==> src/rtl/tsa_pkg.sv <==
// Shared types for the swizzled tile address generator.
// Assumes micro tiles of 8x8 elements, a single sample and a single slice.
package tsa_pkg;
    localparam int MICRO_LOG = 3;  // log2 of micro tile edge
    localparam int PIX_LOG   = 6;  // log2 of elements per micro tile

    // Decoded tiling configuration; all sizes kept as log2 values.
    typedef struct packed {
        logic [1:0] chan_log;   // 0..3
        logic [1:0] bank_log;   // 2 or 3
        logic [3:0] grp_log;    // 8 or 9
        logic [1:0] elem_log;   // 0..2
        logic       err;        // undecodable setting
    } tsa_cfg_t;
endpackage

==> src/rtl/tsa_cfg_decode.sv <==
// Decodes the packed tiling word and the element-size code into log2 sizes.
// Assumes bit 0 of the word carries nothing this block needs.
module tsa_cfg_decode
    import tsa_pkg::*;
(
    input  logic [7:0] cfg_word,
    input  logic [1:0] elem_sel,
    input  logic       is_depth,
    output tsa_cfg_t   cfg
);
    logic unused_cfg_bit;
    assign unused_cfg_bit = cfg_word[0];

    // Map each field onto its log2 value and flag illegal codes.
    always_comb begin
        cfg          = '0;
        cfg.chan_log = cfg_word[2:1];
        cfg.bank_log = cfg_word[4] ? 2'd3 : 2'd2;
        cfg.grp_log  = cfg_word[6] ? 4'd9 : 4'd8;
        cfg.elem_log = (elem_sel == 2'd3) ? 2'd0 : elem_sel;
        cfg.err      = cfg_word[3] | cfg_word[5] | cfg_word[7]
                     | (elem_sel == 2'd3)
                     | (is_depth && elem_sel == 2'd0);
    end
endmodule

==> src/rtl/tsa_swizzle.sv <==
// Computes the channel and bank numbers as XOR hashes of coordinate bits.
// Assumes the channel log is 0..3 and the bank log is 2 or 3.
module tsa_swizzle (
    input  logic [6:0] xs,
    input  logic [8:0] ys,
    input  logic [1:0] chan_log,
    input  logic [1:0] bank_log,
    input  logic       alt,
    output logic [2:0] chan,
    output logic [2:0] bank
);
    logic [3:0] i3, i4, i5;

    // y bit positions used by the bank hash move up with the channel count.
    always_comb begin
        i3 = 4'd3 + {2'b00, chan_log};
        i4 = 4'd4 + {2'b00, chan_log};
        i5 = 4'd5 + {2'b00, chan_log};
    end

    // Channel hash for each channel count.
    always_comb begin
        chan = '0;
        case (chan_log)
            2'd1: chan[0] = xs[3] ^ ys[3];
            2'd2: begin
                chan[0] = xs[4] ^ ys[3];
                chan[1] = xs[3] ^ ys[4];
            end
            2'd3: begin
                chan[0] = xs[5] ^ ys[3];
                chan[1] = xs[4] ^ xs[5] ^ ys[4];
                chan[2] = xs[3] ^ ys[5];
            end
            default: chan = '0;
        endcase
    end

    // Bank hash for four or eight banks, with the optional extra x term.
    always_comb begin
        bank = '0;
        if (bank_log == 2'd3) begin
            bank[0] = xs[3] ^ ys[i5];
            bank[1] = xs[4] ^ ys[i4] ^ ys[i5];
            bank[2] = xs[5] ^ ys[i3] ^ (alt & xs[6]);
        end else begin
            bank[0] = xs[3] ^ ys[i4];
            bank[1] = xs[4] ^ ys[i3] ^ (alt & xs[5]);
        end
    end
endmodule

==> src/rtl/tsa_elem_offset.sv <==
// Builds the in-tile pixel index and the byte offset inside one micro tile.
// Assumes the element log is 0..2; the depth-with-1-byte case is flagged elsewhere.
module tsa_elem_offset
    import tsa_pkg::*;
(
    input  logic [2:0] xl,
    input  logic [2:0] yl,
    input  logic [1:0] elem_log,
    input  logic       is_depth,
    input  logic       is_stencil,
    output logic [7:0] elem_off
);
    logic [PIX_LOG-1:0] pix;

    // Interleave the low coordinate bits in the order the surface kind uses.
    always_comb begin
        if (is_depth)
            pix = {yl[2], xl[2], yl[1], xl[1], yl[0], xl[0]};
        else begin
            case (elem_log)
                2'd0:    pix = {yl[2], yl[0], yl[1], xl[2], xl[1], xl[0]};
                2'd1:    pix = {yl[2], yl[1], yl[0], xl[2], xl[1], xl[0]};
                default: pix = {yl[2], yl[1], xl[2], yl[0], xl[1], xl[0]};
            endcase
        end
    end

    // Scale the index; 4-byte depth puts stencil bytes before 3-byte depth values.
    always_comb begin
        if (is_depth && elem_log == 2'd2)
            elem_off = is_stencil ? {2'b00, pix}
                                  : ({2'b00, pix} + {1'b0, pix, 1'b0}) + 8'd64;
        else
            elem_off = {2'b00, pix} << elem_log;
    end
endmodule

==> src/rtl/tile_swz_addr.sv <==
// Top: converts (x, y) on a macro-tiled surface into a swizzled byte offset,
// registered one clock after the valid input. Assumes one sample, one slice.
module tile_swz_addr
    import tsa_pkg::*;
#(
    parameter int COORD_W = 13,
    parameter int PITCH_W = 16,
    parameter int OFF_W   = 40
) (
    input  logic               clk,
    input  logic               rst_n,
    input  logic [7:0]         tile_cfg,
    input  logic [PITCH_W-1:0] pitch_bytes,
    input  logic [1:0]         elem_sel,
    input  logic               is_depth,
    input  logic               is_stencil,
    input  logic               bank_alt,
    input  logic               coord_vld,
    input  logic [COORD_W-1:0] coord_x,
    input  logic [COORD_W-1:0] coord_y,
    output logic               off_vld,
    output logic [OFF_W-1:0]   byte_off,
    output logic               cfg_err
);
    localparam int TILE_W = COORD_W - MICRO_LOG;

    tsa_cfg_t   cfg;
    logic [2:0] chan, bank;
    logic [7:0] elem_off;

    tsa_cfg_decode u_dec (
        .cfg_word (tile_cfg),
        .elem_sel (elem_sel),
        .is_depth (is_depth),
        .cfg      (cfg)
    );

    tsa_swizzle u_swz (
        .xs       (coord_x[6:0]),
        .ys       (coord_y[8:0]),
        .chan_log (cfg.chan_log),
        .bank_log (cfg.bank_log),
        .alt      (bank_alt),
        .chan     (chan),
        .bank     (bank)
    );

    tsa_elem_offset u_eo (
        .xl         (coord_x[2:0]),
        .yl         (coord_y[2:0]),
        .elem_log   (cfg.elem_log),
        .is_depth   (is_depth),
        .is_stencil (is_stencil),
        .elem_off   (elem_off)
    );

    logic [TILE_W-1:0] mt_row, mt_col;
    logic [PITCH_W-1:0] tiles_per_row;
    logic [OFF_W-1:0]  tile_lin, lin, low_part, high_part, grp_mask, comb_off;
    logic [5:0]        sh_bank, sh_high;

    // Locate the macro tile and its index in row-major order.
    always_comb begin
        mt_row        = coord_y[COORD_W-1:MICRO_LOG] >> cfg.chan_log;
        mt_col        = coord_x[COORD_W-1:MICRO_LOG] >> cfg.bank_log;
        tiles_per_row = pitch_bytes >> ({3'd0, cfg.elem_log} + 5'd3 + {3'd0, cfg.bank_log});
        tile_lin      = OFF_W'(mt_row) * OFF_W'(tiles_per_row) + OFF_W'(mt_col);
    end

    // Linear offset with the channel and bank factors already divided out.
    always_comb begin
        lin = (tile_lin << (6 + cfg.elem_log)) + OFF_W'(elem_off);
    end

    // Keep the group-sized low bits and insert channel and bank above them.
    always_comb begin
        grp_mask  = (OFF_W'(1) << cfg.grp_log) - OFF_W'(1);
        low_part  = lin & grp_mask;
        high_part = lin >> cfg.grp_log;
        sh_bank   = {2'b00, cfg.grp_log} + {4'd0, cfg.chan_log};
        sh_high   = sh_bank + {4'd0, cfg.bank_log};
        comb_off  = (high_part << sh_high)
                  | (OFF_W'(bank) << sh_bank)
                  | (OFF_W'(chan) << cfg.grp_log)
                  | low_part;
    end

    // Output register: valid every cycle, data only on valid input.
    always_ff @(posedge clk) begin
        if (!rst_n) begin
            off_vld  <= 1'b0;
            byte_off <= '0;
            cfg_err  <= 1'b0;
        end else begin
            off_vld <= coord_vld;
            if (coord_vld) begin
                cfg_err  <= cfg.err;
                byte_off <= cfg.err ? '0 : comb_off;
            end
        end
    end
endmodule

==> config.mk <==
export PLATFORM = sky130hd
export DESIGN_NAME = tile_swz_addr
export DESIGN_NICKNAME = d
export VERILOG_FILES = /design/src/rtl/tsa_pkg.sv /design/src/rtl/tsa_cfg_decode.sv /design/src/rtl/tsa_swizzle.sv /design/src/rtl/tsa_elem_offset.sv /design/src/rtl/tile_swz_addr.sv
export SDC_FILE = /design/constraint.sdc
export NUM_CORES = 1
export LEC_CHECK = 0
export CORE_ASPECT_RATIO = 0.6
export CORE_UTILIZATION = 55
export DETAILED_ROUTE_END_ITERATION = 7
export GPL_TIMING_DRIVEN = 0
export PLACE_DENSITY_LB_ADDON = 0.2
export REMOVE_ABC_BUFFERS = 1
export SYNTH_ARGS = -nofsm -noshare
export SYNTH_HDL_FRONTEND = slang
export SYNTH_SLANG_ARGS = --single-unit
==> constraint.sdc <==
create_clock -name clk -period 33.1 [get_ports clk]
set_clock_uncertainty 0.1 [all_clocks]
set_input_delay 3.31 -clock clk [delete_from_list [all_inputs] [get_ports clk]]
set_output_delay 3.31 -clock clk [all_outputs]
set_load 0.01 [all_outputs]
==> results.py <==
metrics = {
    "global_routing": {
        "grt_util_all_layers_pct": 34.2,
        "grt_max_degree": 49,
        "grt_overflow": 0,
        "grt_pass1_vias": 13007,
        "grt_pass1_wl_um": 70400,
        "grt_antenna_before_repair": 0,
    },
    "floorplanning": {
        "initial_utilization_pct": 56.8,
        "fp-row-count": 44,
        "io_pins": 100,
        "core_um2": 24500,
        "fp.dieW_um": 207,
        "dieArea_um2": 25900,
        "die_h_um": 125,
    },
    "clock_network": {
        "root_buffer": "clkbuf_16",
        "postCtsHoldBufs": 0,
        "cts_buffer_depth": 2,
        "path_clk_slew_ns": 0.07,
        "cts_tree": "yes",
        "cts-htree-levels": 2,
        "clkLatencyLatePin_ns": 0.30,
        "ctsResizeCount": 0,
        "cts_setup_buffers": 0,
        "cts_sinks": 42,
        "cts-buffers-inserted": 5,
    },
    "synth": {
        "synth_area_um2": 13900,
        "synthCells": 1796,
        "yosysTopAreaCellShare_pct": 17.4,
        "avgSynthCellArea_um2": 7.74,
        "synth_seq_cells": 42,
        "yosysSeqAreaShare_pct": 6.05,
        "synth_area_leaders": "fa_1, ha_1, dfxtp_1, nand2_1, inv_1",
        "yosys_warnings": 0,
        "yosys.area.top_type": "fa_1",
        "async_flop_share_pct": 0,
        "synth_edf_count": 0,
        "ys_types": 115,
        "synth_top_flop_cell": "dfxtp_1",
    },
    "critical_path": {
        "startpoint_type": "primary input",
        "crit_family": "adder cells",
        "reg2reg_depth": 3,
        "crit_type": "in2reg",
        "crit_path_end_kind": "flip-flop",
        "worstPathRequired_ns": 33.25,
        "r2r-end": "byte_off[28]",
        "cp.arrival_ns": 17.15,
        "r2r-start": "byte_off[28]",
        "worst-path-buf-inv": 6,
        "worst-path-max-fanout": 47,
        "rrSetupSlack_ns": 31.89,
        "max_stage_delay_ns": 1.27,
        "critical-path-slowest-cell": "clkinv_1",
        "critical_path_depth": 35,
    },
    "finish": {
        "area_growth_pct": 8.04,
        "mostFrequentLayoutCell": "nand2_1",
        "mostFrequentLayoutCells": "nand2_1, inv_1, nor2_1",
        "final_nets": 2139,
        "multi_input_area_um2": 11900,
        "antenna-diode-count": 0,
        "n_fill_cell": 2280,
        "drive_above_1_share_pct": 6.96,
        "regArea_um2": 841,
    },
    "timing": {
        "finalCritPeriodShare_pct": 51.4,
        "relSlewSlack_pct": 6.14,
        "worst_pin_slew_ns": 1.40,
        "tns_ns": 0,
        "slew_viol_final": 0,
        "max_freq_mhz": 58.8,
        "min_period_ns": 17.00,
        "setup_violations": 0,
        "rsz0062_at_grt": "no",
        "hold_violations": 0,
    },
    "placed_design": {
        "io_buffers": 94,
        "gp_congestion": 1.01,
        "dp.final_hpwl_um": 36600,
    },
    "outcome": {
        "status": "complete, no violations",
    },
    "drt": {
        "drt_iter0_drc": 1495,
        "first_pass_iters": 6,
        "totalWireLength_um": 43900,
        "detail-route-antenna-nets": 0,
        "post_drt_via_cell_ratio": 6.37,
        "routedWlPerCell_um": 20.2,
        "route.detailed.drc": 0,
        "via_count": 13853,
    },
    "worst_hold_path": {
        "hold_depth": 2,
        "hp-start": "byte_off[23]",
        "hold_path_class": "reg2reg",
        "holdPathEnd": "byte_off[23]",
    },
    "flow_run": {
        "drv_cap": 0,
    },
}
==> sequential cells by signal, summed over array words and instances, names as in the netlist <==
signal    count
off_vld       1
byte_off     40
cfg_err       1
==> cell families (layout without fill, tap and decap cells) <==
family | after synthesis | in the layout | synth area share, %
compound gates | 477 | 477 | 24.5
xor+xnor | 46 | 46 | 2.95
fa+ha+maj | 228 | 228 | 27.0
buf+inv | 287 | 299 | 9.94
flops | 42 | 42 | 6.05
mux | 106 | 106 | 9.11
other cells | 2 | 48 | 0.0540
simple gates | 608 | 608 | 20.4
==> per-stage QoR <==
step	area, um^2	util, %	instances	setup WS [ns]	hold WS, ns
2_1_floorplan	13400	-	1746	18.91	0.363
3_3_place_gp	14800	60.2	2162	15.76	0.327
3_5_place_dp	14800	60.5	2167	16.36	0.332
4_1_cts	15000	61.2	2175	16.63	0.346
5_1_grt	15000	61.3	2176	15.33	0.366
6_report	15000	61.3	2176	16.10	0.345
==> final cells by class <==
type,count,area share (%)
clock buffer,6,0.858
sequential,42,5.60
multi-input combinational,1513,79.0
tap,322,2.68
inverter,191,4.77
timing repair buffer,100,6.81
clock inverter,2,0.250
==> worst max-delay path by stage <==
stage                      from  slack [ns]      endpoint
floorplan           elem_sel[1]       18.91  byte_off[38]
global placement    elem_sel[1]       15.76  byte_off[31]
detailed placement  elem_sel[1]       16.36  byte_off[31]
CTS                 elem_sel[1]       16.63  byte_off[31]
global route        elem_sel[1]       15.33  byte_off[31]
finish              elem_sel[1]       16.10  byte_off[31]
==> per-layer routing <==
layer | wire length (um) | track usage [%] | vias up
li1 | - | - | 6424
met1 | 20900 | 52.7 | 6661
met2 | 15800 | 43.4 | 747
met3 | 7050 | 16.4 | 19
met4 | 97 | 1.49 | 2
met5 | 48 | 1.81 | -
==> worst min-delay path, stage by stage, from the launching register on <==
cell     delay (ns)
dfxtp_1        0.31
nand2_1        0.05
nand2_1        0.04
==> cell usage after synthesis, drive strengths merged, types with 27 or more instances <==
cell type / n
nor2: 189
mux2: 31
ha: 107
mux2i: 63
nand2: 211
clkbuf: 79
o21ai: 100
xnor2: 27
nand3: 29
dfxtp: 42
inv: 188
nor3: 43
fa: 121
a21oi: 103
Power is left out: the tool's default activity adds up to more than one toggle a clock period on the data nets, which glitch-free logic cannot reach.
